==> src/rtl/cal_pkg.sv <==
package cal_pkg;
  localparam int CTRL_W       = 32;
  localparam int BIT_START    = 31;
  localparam int BIT_DIFF     = 30;
  localparam int BIT_LIN      = 16;
  localparam int RDY_LSB      = 22;
  localparam int NUM_LIN_WORD = 6;

  localparam logic [31:0] GEN_MUL  = 32'h9E37_79B1;
  localparam logic [31:0] GEN_STEP = 32'h7F4A_7C15;

  typedef struct packed {
    logic diff;
    logic lin;
  } cal_mode_t;
endpackage

==> src/rtl/cal_timer.sv <==
module cal_timer #(
  parameter int MAXC = 16384,
  parameter int CW   = $clog2(MAXC + 1)
) (
  input  logic          clk,
  input  logic          rst_n,
  input  logic          load,
  input  logic [CW-1:0] load_val,
  output logic          busy,
  output logic          done
);
  logic          run_q, run_d;
  logic [CW-1:0] cnt_q, cnt_d;

  always_comb begin
    run_d = run_q;
    cnt_d = cnt_q;
    if (!run_q && load) begin
      run_d = 1'b1;
      cnt_d = load_val - CW'(1);
    end else if (run_q) begin
      if (cnt_q == '0) run_d = 1'b0;
      else             cnt_d = cnt_q - CW'(1);
    end
  end

  always_ff @(posedge clk or negedge rst_n) begin
    if (!rst_n) begin
      run_q <= 1'b0;
      cnt_q <= '0;
    end else begin
      run_q <= run_d;
      cnt_q <= cnt_d;
    end
  end

  assign busy = run_q;
  assign done = run_q && (cnt_q == '0);

  a_r3_count_in_range: assert property (@(posedge clk) disable iff (!rst_n)
    busy |-> (cnt_q < CW'(MAXC)));
endmodule

==> src/rtl/cal_ctrl.sv <==
module cal_ctrl
  import cal_pkg::*;
#(
  parameter int OFS_LEN = 20,
  parameter int RUN_LEN = 16384,
  parameter int CW      = $clog2(RUN_LEN + 1)
) (
  input  logic              clk,
  input  logic              rst_n,
  input  logic              we,
  input  logic [CTRL_W-1:0] wdata,
  input  logic              powered,
  input  logic              enabled,
  input  logic              busy,
  input  logic              done,
  output logic              accept,
  output logic [CW-1:0]     load_val,
  output cal_mode_t         mode,
  output logic [NUM_LIN_WORD-1:0] ready,
  output logic [CTRL_W-1:0] rdata
);
  cal_mode_t               mode_q, mode_d;
  logic [NUM_LIN_WORD-1:0] rdy_q, rdy_d;
  logic                    wr_idle;

  assign wr_idle  = we && !busy;
  assign accept   = wr_idle && wdata[BIT_START] && powered && !enabled;
  assign load_val = wdata[BIT_LIN] ? CW'(RUN_LEN) : CW'(OFS_LEN);

  always_comb begin
    mode_d = mode_q;
    rdy_d  = rdy_q;
    if (wr_idle) begin
      mode_d.diff = wdata[BIT_DIFF];
      mode_d.lin  = wdata[BIT_LIN];
    end
    if (accept && wdata[BIT_LIN]) rdy_d = '0;
    else if (done && mode_q.lin)  rdy_d = '1;
  end

  always_ff @(posedge clk or negedge rst_n) begin
    if (!rst_n) begin
      mode_q <= '0;
      rdy_q  <= '0;
    end else begin
      mode_q <= mode_d;
      rdy_q  <= rdy_d;
    end
  end

  always_comb begin
    rdata = '0;
    rdata[BIT_START] = busy;
    rdata[BIT_DIFF]  = mode_q.diff;
    rdata[BIT_LIN]   = mode_q.lin;
    rdata[RDY_LSB +: NUM_LIN_WORD] = rdy_q;
  end

  assign mode  = mode_q;
  assign ready = rdy_q;

  // mode flags hold still across a running calibration
  a_r5_modes_frozen: assert property (@(posedge clk) disable iff (!rst_n)
    (busy && $past(busy)) |-> ($stable(mode_q.diff) && $stable(mode_q.lin)));
endmodule

==> src/rtl/cal_results.sv <==
module cal_results
  import cal_pkg::*;
#(
  parameter int OFS_W = 8,
  parameter int LIN_W = 30
) (
  input  logic                          clk,
  input  logic                          rst_n,
  input  logic                          done,
  input  cal_mode_t                     mode,
  output logic [2*OFS_W-1:0]            calfact,
  output logic                          push,
  output logic [NUM_LIN_WORD*LIN_W-1:0] words
);
  logic [31:0]                   runs_q, runs_d;
  logic [31:0]                   seed;
  logic [OFS_W-1:0]              se_q, se_d, df_q, df_d;
  logic [NUM_LIN_WORD*LIN_W-1:0] w_q, w_d, w_gen;
  logic                          push_d, push_q;

  assign seed = (runs_q + 32'd1) * GEN_MUL;

  for (genvar gi = 0; gi < NUM_LIN_WORD; gi++) begin : g_word
    logic [31:0] sum;
    assign sum = seed + (32'(gi + 1) * GEN_STEP);
    assign w_gen[gi*LIN_W +: LIN_W] = sum[LIN_W-1:0];
  end

  always_comb begin
    runs_d = runs_q;
    se_d   = se_q;
    df_d   = df_q;
    w_d    = w_q;
    push_d = 1'b0;
    if (done) begin
      runs_d = runs_q + 32'd1;
      if (mode.diff) df_d = seed[OFS_W-1:0];
      else           se_d = seed[OFS_W-1:0];
      if (mode.lin) begin
        w_d    = w_gen;
        push_d = 1'b1;
      end
    end
  end

  always_ff @(posedge clk or negedge rst_n) begin
    if (!rst_n) begin
      runs_q <= '0;
      se_q   <= '0;
      df_q   <= '0;
      w_q    <= '0;
      push_q <= 1'b0;
    end else begin
      runs_q <= runs_d;
      se_q   <= se_d;
      df_q   <= df_d;
      w_q    <= w_d;
      push_q <= push_d;
    end
  end

  assign calfact = {df_q, se_q};
  assign words   = w_q;
  assign push    = push_q;

  // offset fields only move on a completion edge
  a_r6_results_hold: assert property (@(posedge clk) disable iff (!rst_n)
    !$past(done) |-> $stable(calfact));
endmodule

==> src/rtl/adc_cal_seq.sv <==
module adc_cal_seq
  import cal_pkg::*;
#(
  parameter int OFS_CYCLES = 20,
  parameter int LIN_CYCLES = 16384,
  parameter int OFS_W      = 8,
  parameter int LIN_W      = 30
) (
  input  logic                          clk,
  input  logic                          rst_n,
  input  logic                          ctrl_we,
  input  logic [31:0]                   ctrl_wdata,
  input  logic                          conv_powered,
  input  logic                          conv_enabled,
  output logic [31:0]                   ctrl_rdata,
  output logic [2*OFS_W-1:0]            calfact,
  output logic                          lin_push,
  output logic [NUM_LIN_WORD*LIN_W-1:0] lin_words
);
  localparam int RUN_LEN = (LIN_CYCLES > OFS_CYCLES) ? LIN_CYCLES : OFS_CYCLES;
  localparam int CW      = $clog2(RUN_LEN + 1);

  logic                    accept, busy, done;
  logic [CW-1:0]           load_val;
  cal_mode_t               mode;
  logic [NUM_LIN_WORD-1:0] ready;

  cal_ctrl #(.OFS_LEN(OFS_CYCLES), .RUN_LEN(RUN_LEN), .CW(CW)) u_ctrl (
    .clk(clk), .rst_n(rst_n), .we(ctrl_we), .wdata(ctrl_wdata),
    .powered(conv_powered), .enabled(conv_enabled), .busy(busy), .done(done),
    .accept(accept), .load_val(load_val), .mode(mode), .ready(ready),
    .rdata(ctrl_rdata)
  );

  cal_timer #(.MAXC(RUN_LEN), .CW(CW)) u_timer (
    .clk(clk), .rst_n(rst_n), .load(accept), .load_val(load_val),
    .busy(busy), .done(done)
  );

  cal_results #(.OFS_W(OFS_W), .LIN_W(LIN_W)) u_res (
    .clk(clk), .rst_n(rst_n), .done(done), .mode(mode),
    .calfact(calfact), .push(lin_push), .words(lin_words)
  );

  // a run only begins from a powered, disabled converter
  a_r4_accept_gated: assert property (@(posedge clk) disable iff (!rst_n)
    $rose(busy) |-> ($past(conv_powered) && !$past(conv_enabled)));
  // push arrives with all ready flags raised
  a_r7_push_ready: assert property (@(posedge clk) disable iff (!rst_n)
    lin_push |-> (&ready));
  // push coincides with the run ending
  a_r7_push_at_end: assert property (@(posedge clk) disable iff (!rst_n)
    lin_push |-> $fell(busy));
  // push is a single-cycle strobe
  a_r7_push_single: assert property (@(posedge clk) disable iff (!rst_n)
    lin_push |=> !lin_push);
endmodule

==> config.mk <==
export PLATFORM = sky130hd
export DESIGN_NAME = adc_cal_seq
export DESIGN_NICKNAME = d
export VERILOG_FILES = /design/src/rtl/cal_pkg.sv /design/src/rtl/cal_timer.sv /design/src/rtl/cal_ctrl.sv /design/src/rtl/cal_results.sv /design/src/rtl/adc_cal_seq.sv
export SDC_FILE = /design/constraint.sdc
export NUM_CORES = 1
export LEC_CHECK = 0
export BUFFER_PORTS_ARGS = -buffer_cell sky130_fd_sc_hd__buf_2
export CORE_ASPECT_RATIO = 1.2
export CORE_MARGIN = 10
export CORE_UTILIZATION = 40
export DETAILED_ROUTE_END_ITERATION = 6
export PLACE_DENSITY_LB_ADDON = 0.12
export SLEW_MARGIN = 30
export SYNTH_ARGS = -nofsm -noshare
export SYNTH_HDL_FRONTEND = slang
export SYNTH_SLANG_ARGS = --single-unit
export TNS_END_PERCENT = 1
==> constraint.sdc <==
create_clock -name clk -period 11.1 [get_ports clk]
set_input_delay 0.555 -clock clk [delete_from_list [all_inputs] [get_ports clk]]
set_output_delay 0.555 -clock clk [all_outputs]
set_load 0.02 [all_outputs]
==> impl_results.html <==
<table>
<tr><th>Metric</th><th>Value</th></tr>
<tr><th colspan="2">Run status</th></tr>
<tr><td>Outcome</td><td>completed</td></tr>
<tr><th colspan="2">Timing</th></tr>
<tr><td>Hold violation count in the final report</td><td>0</td></tr>
<tr><td>Final setup slack of the worst path</td><td>1.23 ns</td></tr>
<tr><td>Upper clock frequency limit</td><td>101 MHz</td></tr>
<tr><td>Final Max Tran Viols</td><td>0</td></tr>
<tr><td>Number of setup violations in the final report</td><td>0</td></tr>
<tr><td>Clock Skews</td><td>0.0186 ns</td></tr>
<tr><td>Relative slew slack</td><td>0.353</td></tr>
<tr><td>Worst-margin pin slew</td><td>0.965 ns</td></tr>
<tr><td>Post-layout min period</td><td>9.87 ns</td></tr>
<tr><td>RSZ-0062 raised after global routing</td><td>no</td></tr>
<tr><td>Post-route setup TNS</td><td>0 ns</td></tr>
<tr><td>Final worst path period share</td><td>0.889</td></tr>
<tr><th colspan="2">Synthesis</th></tr>
<tr><td>Count of different cell masters after synthesis</td><td>92</td></tr>
<tr><td>Count of flip-flops with a built-in enable after synthesis</td><td>0</td></tr>
<tr><td>Sequential cell area fraction in the yosys report</td><td>0.289</td></tr>
<tr><td>Most instantiated flip-flop cell in the synthesis netlist</td><td>dfrtp_1</td></tr>
<tr><td>Instance count of the mapped netlist</td><td>2192</td></tr>
<tr><td>Synth area leaders</td><td>dfrtp_1, fa_1, ha_1, xnor2_1, inv_1</td></tr>
<tr><td>Library cell with the largest summed area after synthesis</td><td>dfrtp_1</td></tr>
<tr><td>Most frequent cells after synthesis</td><td>inv_1, dfrtp_1, nand2_1</td></tr>
<tr><td>Area of the mapped netlist</td><td>20800 µm²</td></tr>
<tr><td>Count of warnings emitted by yosys</td><td>0</td></tr>
<tr><td>Register bit count reported by yosys</td><td>240</td></tr>
<tr><td>Synthesized area per cell</td><td>9.49 µm²</td></tr>
<tr><td>Asr flop ratio synth</td><td>1.00</td></tr>
<tr><td>Post-synth top area share</td><td>0.289</td></tr>
<tr><td>Most frequent cell after synthesis</td><td>inv_1</td></tr>
<tr><th colspan="2">GRT</th></tr>
<tr><td>Wire length of the first global-routing pass</td><td>97400 µm</td></tr>
<tr><td>All-Layer GR Usage</td><td>0.198</td></tr>
<tr><td>Antenna violations before repair</td><td>0</td></tr>
<tr><td>Maximum number of pins on one net before global-route repair</td><td>106</td></tr>
<tr><td>Global-route congestion overflow total</td><td>0</td></tr>
<tr><td>Via count of the first global-routing pass</td><td>16214</td></tr>
<tr><th colspan="2">Routing</th></tr>
<tr><td>Total wirelength of the detailed-routed design</td><td>61200 µm</td></tr>
<tr><td>Residual DRC count</td><td>0</td></tr>
<tr><td>Ratio of routed vias to standard cells</td><td>5.02</td></tr>
<tr><td>Starting DRC count in detailed routing</td><td>796</td></tr>
<tr><td>Detailed-router iteration count before antenna repair</td><td>7</td></tr>
<tr><td>Via Count</td><td>15463</td></tr>
<tr><td>Antenna-violating nets left</td><td>0</td></tr>
<tr><td>Detailed-route wire length per cell</td><td>19.9 µm</td></tr>
<tr><th colspan="2">Floorplan</th></tr>
<tr><td>Die area</td><td>61500 µm²</td></tr>
<tr><td>Core Box Area</td><td>51500 µm²</td></tr>
<tr><td>IO Count</td><td>266</td></tr>
<tr><td>Vertical die dimension</td><td>270 µm</td></tr>
<tr><td>Site row count</td><td>91</td></tr>
<tr><td>Starting Density</td><td>0.404</td></tr>
<tr><td>Die span in x</td><td>228 µm</td></tr>
<tr><th colspan="2">Placed design</th></tr>
<tr><td>Area after detailed placement</td><td>22500 µm²</td></tr>
<tr><td>Placement Setup Slack</td><td>1.29 ns</td></tr>
<tr><td>Half-perimeter wire length after placement</td><td>49300 µm</td></tr>
<tr><td>Number of buffer cells added on primary ports</td><td>213</td></tr>
<tr><td>Gpl congestion</td><td>0.948</td></tr>
<tr><th colspan="2">Clock network</th></tr>
<tr><td>Post_cts resized</td><td>0</td></tr>
<tr><td>Number of buffers inserted by post-CTS setup repair</td><td>0</td></tr>
<tr><td>H-tree depth reported by CTS</td><td>1</td></tr>
<tr><td>Number of CTS-inserted buffers</td><td>27</td></tr>
<tr><td>Clock tree root driver cell</td><td>clkbuf_16</td></tr>
<tr><td>Clk Latency, worst-skew pair</td><td>0.58 ns</td></tr>
<tr><td>Clock tree from TritonCTS</td><td>built</td></tr>
<tr><td>Clock sink count</td><td>240</td></tr>
<tr><td>Total of hold buffers inserted after clock tree synthesis</td><td>0</td></tr>
<tr><td>Clock buffer depth</td><td>3</td></tr>
<tr><td>Clock transition at the register clock pins on the worst setup and hold paths after CTS</td><td>0.06 ns</td></tr>
<tr><th colspan="2">Layout</th></tr>
<tr><td>Seq. cell area</td><td>6010 µm²</td></tr>
<tr><td>Area used by multi-input combinational logic</td><td>13300 µm²</td></tr>
<tr><td>Fraction of layout instances using a drive strength above 1</td><td>0.157</td></tr>
<tr><td>Number of inserted filler cells in the final layout</td><td>5095</td></tr>
<tr><td>Final core utilization</td><td>0.457</td></tr>
<tr><td>Final design area excluding fillers</td><td>23500 µm²</td></tr>
<tr><td>Area growth from synthesis to layout</td><td>13.0%</td></tr>
<tr><td>Post-layout nets</td><td>2741</td></tr>
<tr><td>Final antenna diode count</td><td>0</td></tr>
<tr><th colspan="2">Worst setup path</th></tr>
<tr><td>Type of the setup path with the least slack</td><td>flip-flop to flip-flop</td></tr>
<tr><td>Worst path arrival time</td><td>10.28 ns</td></tr>
<tr><td>Nature of the critical path endpoint</td><td>flip-flop</td></tr>
<tr><td>Kind of start point of the critical path</td><td>flip-flop</td></tr>
<tr><td>CP required</td><td>11.51 ns</td></tr>
<tr><td>Biggest fanout along the worst timing path</td><td>10</td></tr>
<tr><th colspan="2">Power and ir drop</th></tr>
<tr><td>Pleak</td><td>12.2 nW</td></tr>
<tr><td>Power density cells</td><td>250 nW/µm²</td></tr>
<tr><td>Total power</td><td>5.88 mW</td></tr>
<tr><td>Largest vdd supply drop</td><td>0.000187 V</td></tr>
<tr><th colspan="2">Flow run</th></tr>
<tr><td>Number of max-capacitance violations reported</td><td>0</td></tr>
<tr><th colspan="2">Min path</th></tr>
<tr><td>Hold crit path type</td><td>primary input to async pin</td></tr>
</table>
[area by class of cell]
class / instances / area share
Multi-Input combinational cell: 1595 / 0.567
Sequential cell: 240 / 0.256
Timing Repair Buffer: 257 / 0.0603
Inverter: 245 / 0.0392
Tap cell: 697 / 0.0371
Clock buffer: 33 / 0.0323
Clock inverter: 16 / 0.00905
[cell usage in the layout, fill, tap and decap left out, types with 31 or more instances in the layout]
master   synthesis  layout
buf_2           19     212
buf_4           38      41
nor2_1         144     144
nor3_1          31      31
fa_1           165     165
ha_1           173     173
a21oi_1         86      86
o21ai_0        148     148
xnor2_1        203     202
dfrtp_1        240     240
xor2_1          62      61
inv_1          241     241
nand2_1        234     233
[through the flow]
stage,std cells,hold slack [ns]
after global placement,3034,0.453
after detailed placement,3034,0.460
final,3083,0.0223
after CTS,3083,0.0632
after global routing,3083,0.0873
after floorplan,2214,0.259
[power by group]
group          switching (mW)  leakage, nW  internal, mW  total, mW
Clock                   0.401        0.471         0.581      0.983
Sequential              0.133         3.30          1.05       1.18
Combinational            2.34         8.40          1.37       3.71
[flip-flops by register name (all words and copies together), names as in the netlist]
name	flops
u_res.words	174
u_res.runs_q	30
u_timer.cnt_q	15
u_res.df_q	8
u_res.se_q	8
u_ctrl.mode	2
u_ctrl.ready	1
u_res.push	1
u_timer.busy	1
[per-layer routing]
metal,vias up,wire [µm],GRT usage,part of all wire
met5,-,0,0,0
li1,7504,-,-,-
met1,7584,26100,0.246,0.43
met3,92,1920,0.0233,0.031
met4,0,2180,0.0701,0.036
met2,283,31000,0.350,0.51
[logic make-up after synthesis]
| group | synth area share |
|---|---|
| AND/OR/NAND/NOR | 0.126 |
| AO/OA/AOI/OAI | 0.119 |
| buffers and inverters | 0.0765 |
| adder cells (fa/ha/maj) | 0.263 |
| XOR/XNOR | 0.121 |
| flip-flops | 0.289 |
| multiplexers | 0.00517 |
| other | 0.000180 |
[worst max-delay path, cell delays in order, from the launching register on]
cell and delay [ns]:
dfrtp_1 0.61, ha_1 0.50, nand4_4 0.22, nor2_1 0.31
and3_1 0.31, xnor2_1 0.28, inv_1 0.27, ha_1 0.45
fa_1 0.53, fa_1 0.52, inv_1 0.05, fa_1 0.51
inv_1 0.05, ha_1 0.29, ha_1 0.32, fa_1 0.48
ha_1 0.31, ha_1 0.51, o2111ai_2 0.38, a311o_1 0.51
o21a_1 0.25, a211oi_1 0.83, nor3_1 0.15, o31ai_1 0.64
nor4_1 0.13, xor2_1 0.21, o21ai_1 0.08
[final timing paths]
kind	startpoint	to	slack (ns)	cells after the start
hold reg to reg	u_res.words[112]$_DFFE_PN0P_	u_res.words[112]$_DFFE_PN0P_	0.47	2
max in group asynchronous	rst_n	u_res.runs_q[17]$_DFFE_PN0P_	9.79	2
setup / recovery	u_res.runs_q[2]$_DFFE_PN0P_	u_res.words[29]$_DFFE_PN0P_	1.23	26
setup reg to reg	u_res.runs_q[2]$_DFFE_PN0P_	u_res.words[29]$_DFFE_PN0P_	1.23	26
min in group clk	ctrl_wdata[30]	u_ctrl.mode[1]$_DFFE_PN0P_	0.22	2
hold / removal	rst_n	u_res.words[25]$_DFFE_PN0P_	0.02	1
No activity file was read; power rests on OpenSTA's default activity.
